[src/rtl/acc_cpu_pkg.sv]
package acc_cpu_pkg;

    localparam int OPC_W = 4;

    localparam logic [OPC_W-1:0] OPC_STOP  = 4'b0000;
    localparam logic [OPC_W-1:0] OPC_ADD   = 4'b0001;
    localparam logic [OPC_W-1:0] OPC_STORE = 4'b0010;
    localparam logic [OPC_W-1:0] OPC_MOVE  = 4'b0101;
    localparam logic [OPC_W-1:0] OPC_JUMP  = 4'b0110;
    localparam logic [OPC_W-1:0] OPC_RETI  = 4'b0111;

    typedef enum logic [2:0] {
        CLS_STOP, CLS_ADD, CLS_STORE, CLS_MOVE, CLS_JUMP, CLS_RETI, CLS_NOP
    } op_cls_e;

    typedef enum logic {ALU_PASS, ALU_ADD} alu_sel_e;

    typedef enum logic [4:0] {
        S_F_MAR, S_F_REQ, S_F_MBR, S_F_INC, S_F_IR, S_DEC,
        S_E_MAR, S_E_REQ, S_E_MBR, S_E_ALU,
        S_S_MAR, S_S_MBR, S_S_WR,
        S_J_PC,
        S_R_MAR0, S_R_REQ0, S_R_MBR0, S_R_PC,
        S_R_MAR1, S_R_REQ1, S_R_MBR1, S_R_AC,
        S_CHK,
        S_I_MAR0, S_I_MBR0, S_I_WR0, S_I_MAR1, S_I_MBR1, S_I_WR1, S_I_VEC,
        S_HALT
    } seq_st_e;

endpackage

[src/rtl/acc_cpu_decode.sv]
module acc_cpu_decode
    import acc_cpu_pkg::*;
#(
    parameter int DATA_W = 16,
    parameter int ADDR_W = 12
) (
    input  logic [DATA_W-1:0] ir,
    output op_cls_e           op_cls,
    output logic [ADDR_W-1:0] op_addr
);
    logic [OPC_W-1:0] opc;

    always_comb begin
        opc     = ir[DATA_W-1 -: OPC_W];
        op_addr = ir[ADDR_W-1:0];
        case (opc)
            OPC_STOP:  op_cls = CLS_STOP;
            OPC_ADD:   op_cls = CLS_ADD;
            OPC_STORE: op_cls = CLS_STORE;
            OPC_MOVE:  op_cls = CLS_MOVE;
            OPC_JUMP:  op_cls = CLS_JUMP;
            OPC_RETI:  op_cls = CLS_RETI;
            default:   op_cls = CLS_NOP;
        endcase
    end
endmodule

[src/rtl/acc_cpu_alu.sv]
module acc_cpu_alu
    import acc_cpu_pkg::*;
#(
    parameter int DATA_W = 16
) (
    input  alu_sel_e          sel,
    input  logic [DATA_W-1:0] acc,
    input  logic [DATA_W-1:0] opnd,
    output logic [DATA_W-1:0] res
);
    always_comb begin
        case (sel)
            ALU_ADD: res = acc + opnd;
            default: res = opnd;
        endcase
    end
endmodule

[src/rtl/acc_cpu_seq.sv]
module acc_cpu_seq
    import acc_cpu_pkg::*;
#(
    parameter int DATA_W = 16,
    parameter int ADDR_W = 12,
    parameter logic [ADDR_W-1:0] RESET_PC = 12'h064,
    parameter logic [ADDR_W-1:0] HANDLER  = 12'h010
) (
    input  logic              clk,
    input  logic              rst_n,
    input  logic              irq,
    input  op_cls_e           op_cls,
    input  logic [ADDR_W-1:0] op_addr,
    input  logic [DATA_W-1:0] alu_res,
    output alu_sel_e          alu_sel,
    output logic [DATA_W-1:0] ir_o,
    output logic [DATA_W-1:0] ac_o,
    output logic [DATA_W-1:0] mbr_o,
    output logic [ADDR_W-1:0] mem_addr,
    output logic              mem_re,
    output logic              mem_we,
    input  logic [DATA_W-1:0] mem_rdata,
    output logic              halted
);
    localparam logic [ADDR_W-1:0] SAVE_PC = ADDR_W'((2 ** ADDR_W) - 2);
    localparam logic [ADDR_W-1:0] SAVE_AC = ADDR_W'((2 ** ADDR_W) - 1);
    localparam int PAD_W = DATA_W - ADDR_W;

    typedef struct packed {
        seq_st_e           st;
        logic [ADDR_W-1:0] pc;
        logic [ADDR_W-1:0] mar;
        logic [DATA_W-1:0] mbr;
        logic [DATA_W-1:0] ir;
        logic [DATA_W-1:0] ac;
        logic              ie;
    } seq_t;

    seq_t r_q, r_d;

    always_comb begin
        r_d     = r_q;
        alu_sel = ALU_PASS;
        mem_re  = 1'b0;
        mem_we  = 1'b0;
        case (r_q.st)
            S_F_MAR:  begin r_d.mar = r_q.pc;               r_d.st = S_F_REQ; end
            S_F_REQ:  begin mem_re = 1'b1;                   r_d.st = S_F_MBR; end
            S_F_MBR:  begin r_d.mbr = mem_rdata;             r_d.st = S_F_INC; end
            S_F_INC:  begin r_d.pc = r_q.pc + 1'b1;          r_d.st = S_F_IR;  end
            S_F_IR:   begin r_d.ir = r_q.mbr;                r_d.st = S_DEC;   end
            S_DEC: begin
                case (op_cls)
                    CLS_STOP:           r_d.st = S_HALT;
                    CLS_MOVE, CLS_ADD:  r_d.st = S_E_MAR;
                    CLS_STORE:          r_d.st = S_S_MAR;
                    CLS_JUMP:           r_d.st = S_J_PC;
                    CLS_RETI:           r_d.st = S_R_MAR0;
                    default:            r_d.st = S_CHK;
                endcase
            end
            S_E_MAR:  begin r_d.mar = op_addr;               r_d.st = S_E_REQ; end
            S_E_REQ:  begin mem_re = 1'b1;                   r_d.st = S_E_MBR; end
            S_E_MBR:  begin r_d.mbr = mem_rdata;             r_d.st = S_E_ALU; end
            S_E_ALU: begin
                alu_sel = (op_cls == CLS_ADD) ? ALU_ADD : ALU_PASS;
                r_d.ac  = alu_res;
                r_d.st  = S_CHK;
            end
            S_S_MAR:  begin r_d.mar = op_addr;               r_d.st = S_S_MBR; end
            S_S_MBR:  begin r_d.mbr = r_q.ac;                r_d.st = S_S_WR;  end
            S_S_WR:   begin mem_we = 1'b1;                   r_d.st = S_CHK;   end
            S_J_PC:   begin r_d.pc = op_addr;                r_d.st = S_CHK;   end
            S_R_MAR0: begin r_d.mar = SAVE_PC;               r_d.st = S_R_REQ0; end
            S_R_REQ0: begin mem_re = 1'b1;                   r_d.st = S_R_MBR0; end
            S_R_MBR0: begin r_d.mbr = mem_rdata;             r_d.st = S_R_PC;   end
            S_R_PC:   begin r_d.pc = r_q.mbr[ADDR_W-1:0];    r_d.st = S_R_MAR1; end
            S_R_MAR1: begin r_d.mar = SAVE_AC;               r_d.st = S_R_REQ1; end
            S_R_REQ1: begin mem_re = 1'b1;                   r_d.st = S_R_MBR1; end
            S_R_MBR1: begin r_d.mbr = mem_rdata;             r_d.st = S_R_AC;   end
            S_R_AC:   begin r_d.ac = r_q.mbr; r_d.ie = 1'b1; r_d.st = S_CHK;    end
            S_CHK:    r_d.st = (irq && r_q.ie) ? S_I_MAR0 : S_F_MAR;
            S_I_MAR0: begin r_d.mar = SAVE_PC;                     r_d.st = S_I_MBR0; end
            S_I_MBR0: begin r_d.mbr = {{PAD_W{1'b0}}, r_q.pc};     r_d.st = S_I_WR0;  end
            S_I_WR0:  begin mem_we = 1'b1;                         r_d.st = S_I_MAR1; end
            S_I_MAR1: begin r_d.mar = SAVE_AC;                     r_d.st = S_I_MBR1; end
            S_I_MBR1: begin r_d.mbr = r_q.ac;                      r_d.st = S_I_WR1;  end
            S_I_WR1:  begin mem_we = 1'b1;                         r_d.st = S_I_VEC;  end
            S_I_VEC:  begin r_d.pc = HANDLER; r_d.ie = 1'b0;       r_d.st = S_F_MAR;  end
            S_HALT:   r_d.st = S_HALT;
            default:  r_d.st = S_F_MAR;
        endcase
    end

    always_ff @(posedge clk) begin
        if (!rst_n) begin
            r_q     <= '0;
            r_q.st  <= S_F_MAR;
            r_q.pc  <= RESET_PC;
            r_q.ie  <= 1'b1;
        end else begin
            r_q <= r_d;
        end
    end

    assign mem_addr = r_q.mar;
    assign mbr_o    = r_q.mbr;
    assign ir_o     = r_q.ir;
    assign ac_o     = r_q.ac;
    assign halted   = (r_q.st == S_HALT);

    AST_RW_EXCL: assert property (@(posedge clk) disable iff (!rst_n)
        !(mem_re && mem_we));
    AST_HALT_STICKY: assert property (@(posedge clk) disable iff (!rst_n)
        halted |=> halted && !mem_re && !mem_we);
    AST_PC_STEP: assert property (@(posedge clk) disable iff (!rst_n)
        (r_q.st == S_F_INC) |=> (r_q.pc == $past(r_q.pc) + 1'b1));
    AST_SAVE_SLOT: assert property (@(posedge clk) disable iff (!rst_n)
        (mem_we && r_q.st == S_I_WR1) |-> (mem_addr == SAVE_AC));
    AST_HANDLER_VEC: assert property (@(posedge clk) disable iff (!rst_n)
        (r_q.st == S_I_VEC) |=> (r_q.pc == HANDLER && r_q.st == S_F_MAR));
    AST_IE_ENTRY: assert property (@(posedge clk) disable iff (!rst_n)
        (r_q.st == S_I_VEC) |=> !r_q.ie);
    AST_IE_RETURN: assert property (@(posedge clk) disable iff (!rst_n)
        (r_q.st == S_R_AC) |=> r_q.ie);
endmodule

[src/rtl/acc_cpu.sv]
module acc_cpu
    import acc_cpu_pkg::*;
#(
    parameter int DATA_W = 16,
    parameter int ADDR_W = 12,
    parameter logic [ADDR_W-1:0] RESET_PC = 12'h064,
    parameter logic [ADDR_W-1:0] HANDLER  = 12'h010
) (
    input  logic              clk,
    input  logic              rst_n,
    input  logic              irq,
    output logic [ADDR_W-1:0] mem_addr,
    output logic              mem_re,
    output logic              mem_we,
    output logic [DATA_W-1:0] mem_wdata,
    input  logic [DATA_W-1:0] mem_rdata,
    output logic              halted
);
    op_cls_e           op_cls;
    logic [ADDR_W-1:0] op_addr;
    logic [DATA_W-1:0] alu_res, ir, ac, mbr;
    alu_sel_e          alu_sel;

    acc_cpu_decode #(.DATA_W(DATA_W), .ADDR_W(ADDR_W)) decode_i (
        .ir(ir), .op_cls(op_cls), .op_addr(op_addr)
    );

    acc_cpu_alu #(.DATA_W(DATA_W)) alu_i (
        .sel(alu_sel), .acc(ac), .opnd(mbr), .res(alu_res)
    );

    acc_cpu_seq #(
        .DATA_W(DATA_W), .ADDR_W(ADDR_W), .RESET_PC(RESET_PC), .HANDLER(HANDLER)
    ) seq_i (
        .clk(clk), .rst_n(rst_n), .irq(irq),
        .op_cls(op_cls), .op_addr(op_addr), .alu_res(alu_res), .alu_sel(alu_sel),
        .ir_o(ir), .ac_o(ac), .mbr_o(mbr),
        .mem_addr(mem_addr), .mem_re(mem_re), .mem_we(mem_we),
        .mem_rdata(mem_rdata), .halted(halted)
    );

    assign mem_wdata = mbr;
endmodule

[config.mk]
export PLATFORM = sky130hd
export DESIGN_NAME = acc_cpu
export DESIGN_NICKNAME = d
export VERILOG_FILES = /design/src/rtl/acc_cpu_pkg.sv /design/src/rtl/acc_cpu_decode.sv /design/src/rtl/acc_cpu_alu.sv /design/src/rtl/acc_cpu_seq.sv /design/src/rtl/acc_cpu.sv
export SDC_FILE = /design/constraint.sdc
export NUM_CORES = 1
export LEC_CHECK = 0
export BUFFER_PORTS_ARGS = -buffer_cell sky130_fd_sc_hd__clkbuf_2
export CAP_MARGIN = 15
export CORE_UTILIZATION = 60
export CTS_CLUSTER_SIZE = 16
export DETAILED_ROUTE_END_ITERATION = 7
export GPL_TIMING_DRIVEN = 0
export PLACE_DENSITY = 0.92
export SLEW_MARGIN = 25
export SYNTH_ARGS = -nofsm -noshare
export SYNTH_HDL_FRONTEND = slang
export SYNTH_SLANG_ARGS = --single-unit
[constraint.sdc]
create_clock -name clk -period 2.5 [get_ports clk]
set_clock_uncertainty 0.05 [all_clocks]
set_input_delay 0.5 -clock clk [delete_from_list [all_inputs] [get_ports clk]]
set_output_delay 0.5 -clock clk [all_outputs]
set_load 0.1 [all_outputs]
-- Word level (Yosys, flattened, before mapping)
Index checks and enable logic that the tools add are counted.
- register bits after elaboration: 78
- input port bits: 19
- output and inout port bits: 31
- word-level logic and storage cells: 81
- add/subtract/negate cells: 2
- equality and inequality tests: 40
- multiplexer cells: 14
- reductions and logical operators: 18
- operators with widths (cell ; number):
    5-bit case mux with 27 select lines ; 1
    12-bit case mux with 4 select lines ; 2
    5-bit == test, second input constant ; 15
    16-bit case mux with 3 select lines ; 1
    5-bit by 4-bit == test with 1-bit output, second input constant ; 8
    16-bit case mux with 2 select lines ; 1
    5-bit case mux with 5 select lines ; 1
    5-bit by 3-bit == test with 1-bit output, second input constant ; 4
    3-bit case mux with 6 select lines ; 1
    16-bit adder ; 1
    16-bit two-way mux ; 1
    12-bit by 1-bit adder with 12-bit output, second input constant ; 1
    4-bit by 3-bit == test with 1-bit output, second input constant ; 3
    4-bit OR reduction ; 3
    5-bit by 2-bit == test with 1-bit output, second input constant ; 2
    2-bit OR reduction ; 5
    4-bit nonzero test ; 2
    3-bit by 2-bit == test with 1-bit output, second input constant ; 2
    3-bit == test, second input constant ; 2
    5-bit by 1-bit == test with 1-bit output, second input constant ; 1
    5-bit zero test ; 1
    5-bit two-way mux ; 1
    4-bit by 1-bit == test with 1-bit output, second input constant ; 1
    4-bit by 2-bit == test with 1-bit output, second input constant ; 1
    9 further kinds ; 13

-- Logic depth before layout (Yosys ltp)
- word-level depth: 7
- gate-level depth with buffers: 10

-- Hierarchy
A second synthesis with hierarchy kept.
- cell total of the unflattened synthesis: 699
- area total of the unflattened synthesis: 5605.4 um^2
- by module, submodules not included (module ; instances ; cells each ; area each (um^2) ; sequential area each (um^2)):
    acc_cpu_seq ; 1 ; 566 ; 4566.9 ; 1561.5
    acc_cpu_alu ; 1 ; 115 ; 903.4 ; 0.0
    acc_cpu_decode ; 1 ; 18 ; 135.1 ; 0.0

-- Worst setup path before layout
OpenSTA, ideal clock, no wires.
- kind: register to output
- start: reg seq_i.r_q[77] (netlist bit)
- end: out mem_we
- arrival time: 2.571 ns
- data required time: 1.950 ns
- slack: -0.621 ns
- cell stages (with the launch flop): 6
- buffers on the path: 2
- cell sequence: dfxtp_1 clkbuf_1 buf_2 nor2b_1 nand2_1 a21oi_1
- word-level cells in the longest chain between the ends: 3
- elaborated cells between the ends (all ways): 5
- those cells by class: eq/ne (3); mux (1); reduce/logical (1)
- ends and longest elaborated chain (item ; line ; text):
    start, declared ; acc_cpu_seq.sv:39 ; seq_t r_q, r_d;
    start signal, assigned ; acc_cpu_seq.sv:102 ; r_q <= r_d;
    5-bit by 4-bit == test with 1-bit output or 5-bit == test (tied branches) ; acc_cpu_seq.sv:46 ; case (r_q.st)
    3-bit OR reduction (no source line) * ; n/a ;
    1-bit two-way mux * ; acc_cpu_seq.sv:46 ;
    end, declared ; acc_cpu.sv:14 ; output logic mem_we,
Every way passes the cells marked *; elsewhere a longest branch is shown, timed or not.

-- Worst setup path in the final report
- start: reg seq_i.r_q (netlist bit seq_i.mbr_o[6])
- end: reg seq_i.r_q (netlist bit seq_i.ac_o[15])
- word-level cells in the longest chain between the ends: 3
- ends and longest elaborated chain (item ; line ; text):
    16-bit adder ; acc_cpu_alu.sv:13 ; ALU_ADD: res = acc + opnd;
    16-bit two-way mux ; acc_cpu_alu.sv:12 ; case (sel)
    16-bit case mux with 2 select lines ; acc_cpu_seq.sv:46 ;
Every way passes these cells.
A chain may end at the register's enable or synchronous reset.

==> flow_summary.toml <==
[worst_setup_path]
path_class = "reg -> reg"
cp-end-kind = "flip-flop"
r2r_slack_ns = 0.07
critPathMaxFanout = 6
cp.required_ns = 2.74
critPathLaunchType = "flip-flop"
r2r-start = "seq_i.mbr_o[6]$_SDFFE_PN0P_"
arrival_ns = 2.67
reg2reg_to = "seq_i.ac_o[15]$_SDFFE_PN0P_"
r2r_cells = 8

[clock_tree]
cts.reportedPaths.clkPinSlew_ns = 0.09
clockBufferDepth = 2
cts-buffers-inserted = 9
cts_tree = "yes"
htree_levels = 3
clock_latency_ns = 0.36
cts.sinks = 78
cts-root-buf = "clkbuf_8"

[global_routing]
grtUsageTotal_pct = 36.2
first_global_vias = 5072
grt_max_degree = 18
grt_pass1_wl_um = 24700
gr-total-overflow = 0
antenna_found_initial = 0

[synth]
yosysTopAreaCell = "dfxtp_1"
avgSynthCellArea_um2 = 7.56
synthArstFlopShare_pct = 0
synth_area_leaders = "dfxtp_1, nand2_1, a21oi_1"
yosysUniqueCellTypes = 57
synth-edff-count = 0
syn-num-nets = 695
synth_top_area_share_pct = 31.3
yosysWarningCount = 0
synth_commonest_cells = "nand2_1, dfxtp_1, a21oi_1, nor2_1, clkbuf_1"
synth_cells = 659
synthMostInstantiatedCell = "nand2_1"
synth.cell_area_mm2 = 0.00498
synth_ff_type = "dfxtp_1"
yosysSeqAreaShare_pct = 31.3
ys_seq_elements = 78

[min_path]
hold_path_end = "seq_i.mbr_o[10]$_SDFFE_PN0P_"
hold_path.class = "in -> reg"
hold_depth = 3
min-delay-start = "mem_rdata[10]"

[timing]
tightest_slew_ns = 0.723
hold_viol_final = 0
slew_violations = 0
finalSetupViolCount = 0
max_freq_ghz = 0.412
min_period_ns = 2.43
slew_headroom_pct = 51.7
final.period_utilization_pct = 97.1

[floorplan]
fp-row-count = 32
ios = 50
die_area_mm2 = 0.00867
initial_core_util_pct = 63.2
fp.dieH_um = 93.1
die_w_um = 93.1
core_mm2 = 0.00789

[run_status]
status = "finished clean"

[finish]
stdcell_area_mm2 = 0.00570
syn2layout_area_growth_pct = 14.4
final_nets = 755
drive_gt1_share_pct = 20.3
nFillCells = 617
antenna_cells = 0

[placement]
place_hpwl_um = 11500
placed_area_mm2 = 0.00537
gp_congestion = 0.951
port_buffers = 49

[route]
final_antenna_net_count = 0
wire_per_inst_um = 18.7
finalWirelength_um = 15500
dr_total_vias = 5503
dr.pass1.iters = 7
drc = 0
vias_per_cell = 6.66
drt_iter0_drc = 706

[pwr]
p_leak_uw = 0.00233
vdd_drop_max_mv = 0.472
power.density_mw_per_mm2 = 550
total_power_uw = 3140

[job]
cap_violations = 0
sequential cells by signal, summed over array words and instances, names as in the netlist:
name	flops
seq_i.r_q	18
seq_i.ac_o	16
seq_i.ir_o	16
seq_i.mbr_o	16
seq_i.mem_addr	12
power breakdown:
group,switching [µW],leakage (µW),internal [µW]
Clock,497,0.0000955,489
Sequential,72.4,0.000637,1290
Combinational,565,0.00159,219
Total,1130,0.00233,2000
area by class of cell:
cell class / count / area (µm²) / share of cell area, %
Clock inverter: 5 / 58.8 / 1.03
Sequential cell: 78 / 1580 / 27.6
Clock buffer: 11 / 141 / 2.48
Timing Repair Buffer: 52 / 293 / 5.13
Multi-Input combinational cell: 494 / 3040 / 53.3
Buffer: 74 / 427 / 7.48
Inverter: 10 / 37.5 / 0.658
Tap cell: 102 / 128 / 2.24
worst max-delay path by stage:
stage                                      startpoint                           to  slack [ns]  depth (start not counted)
after CTS                 seq_i.mbr_o[0]$_SDFFE_PN0P_  seq_i.ac_o[14]$_SDFFE_PN0P_       0.006                         10
after global placement       seq_i.r_q[77]$_SDFF_PN0_                       halted       -0.17                          6
after detailed placement     seq_i.r_q[77]$_SDFF_PN0_                       halted       -0.20                          6
after global routing         seq_i.r_q[77]$_SDFF_PN0_                       mem_re     -0.0005                          6
final                     seq_i.mbr_o[6]$_SDFFE_PN0P_  seq_i.ac_o[15]$_SDFFE_PN0P_        0.07                          8
after floorplan              seq_i.r_q[77]$_SDFF_PN0_                       mem_we       -0.01                          5
critical path: stages, from the launching register on:
cell and delay (ns):
dfxtp_1 0.51, ha_1 0.37, a21oi_1 0.18, inv_1 0.08, a31oi_4 0.19, o211ai_2 0.13, a221o_1 0.38, mux2_4 0.32
a31oi_1 0.16
cell usage in the layout (no fill, tap or decap), types with 11 or more instances in the layout:
master,n
nand2_1,111
a21o_1,14
buf_2,12
clkbuf_2,48
a211oi_1,12
nor2_1,46
o311a_1,12
nor2b_1,12
a21oi_1,60
a311oi_1,16
a22oi_1,23
nand3_1,16
ha_1,14
nor3_1,11
dfxtp_1,71
o21ai_0,30
clkbuf_1,26
buf_4,35
metrics by stage:
| step | instances | TNS (ns) | util [%] | worst slack, ns | hold slack (ns) |
|---|---|---|---|---|---|
| after floorplan | 659 | -0.0130 | - | -0.0130 | 0.395 |
| after global placement | 810 | -0.586 | 68.1 | -0.171 | 0.413 |
| after detailed placement | 810 | -0.845 | 68.1 | -0.204 | 0.415 |
| after CTS | 824 | 0 | 71.3 | 0.00613 | 0.339 |
| after global routing | 826 | -0.000473 | 72.3 | -0.000473 | 0.351 |
| final | 826 | 0 | 72.3 | 0.0727 | 0.340 |
what timing repair did:
action | in CTS | in global routing
setup endpoints to repair | 7 | 29
buffers inserted | 0 | 3
pin swaps | 0 | 7
gates resized for setup | 23 | 21
hold buffers | 0 | 0
kinds of logic (layout without fill, tap and decap cells):
logic type	after synthesis	after routing	share of synthesized area [%]
AND/OR/NAND/NOR	247	247	22.9
AO/OA/AOI/OAI	216	216	29.7
buffers and inverters	87	152	8.99
flip-flops	78	78	31.3
adder cells (fa/ha/maj)	17	17	4.42
XOR/XNOR	10	10	1.76
multiplexers	4	4	0.904
metal layers:
metal	GRT usage (%)	part of all wire, %	vias to the layer above
met5	0	0	-
met4	18.3	3.6	0
met3	5.37	9.0	65
met2	60.8	48	354
met1	45.1	39	2585
li1	-	-	2499
No activity file was read; power rests on OpenSTA's default activity.
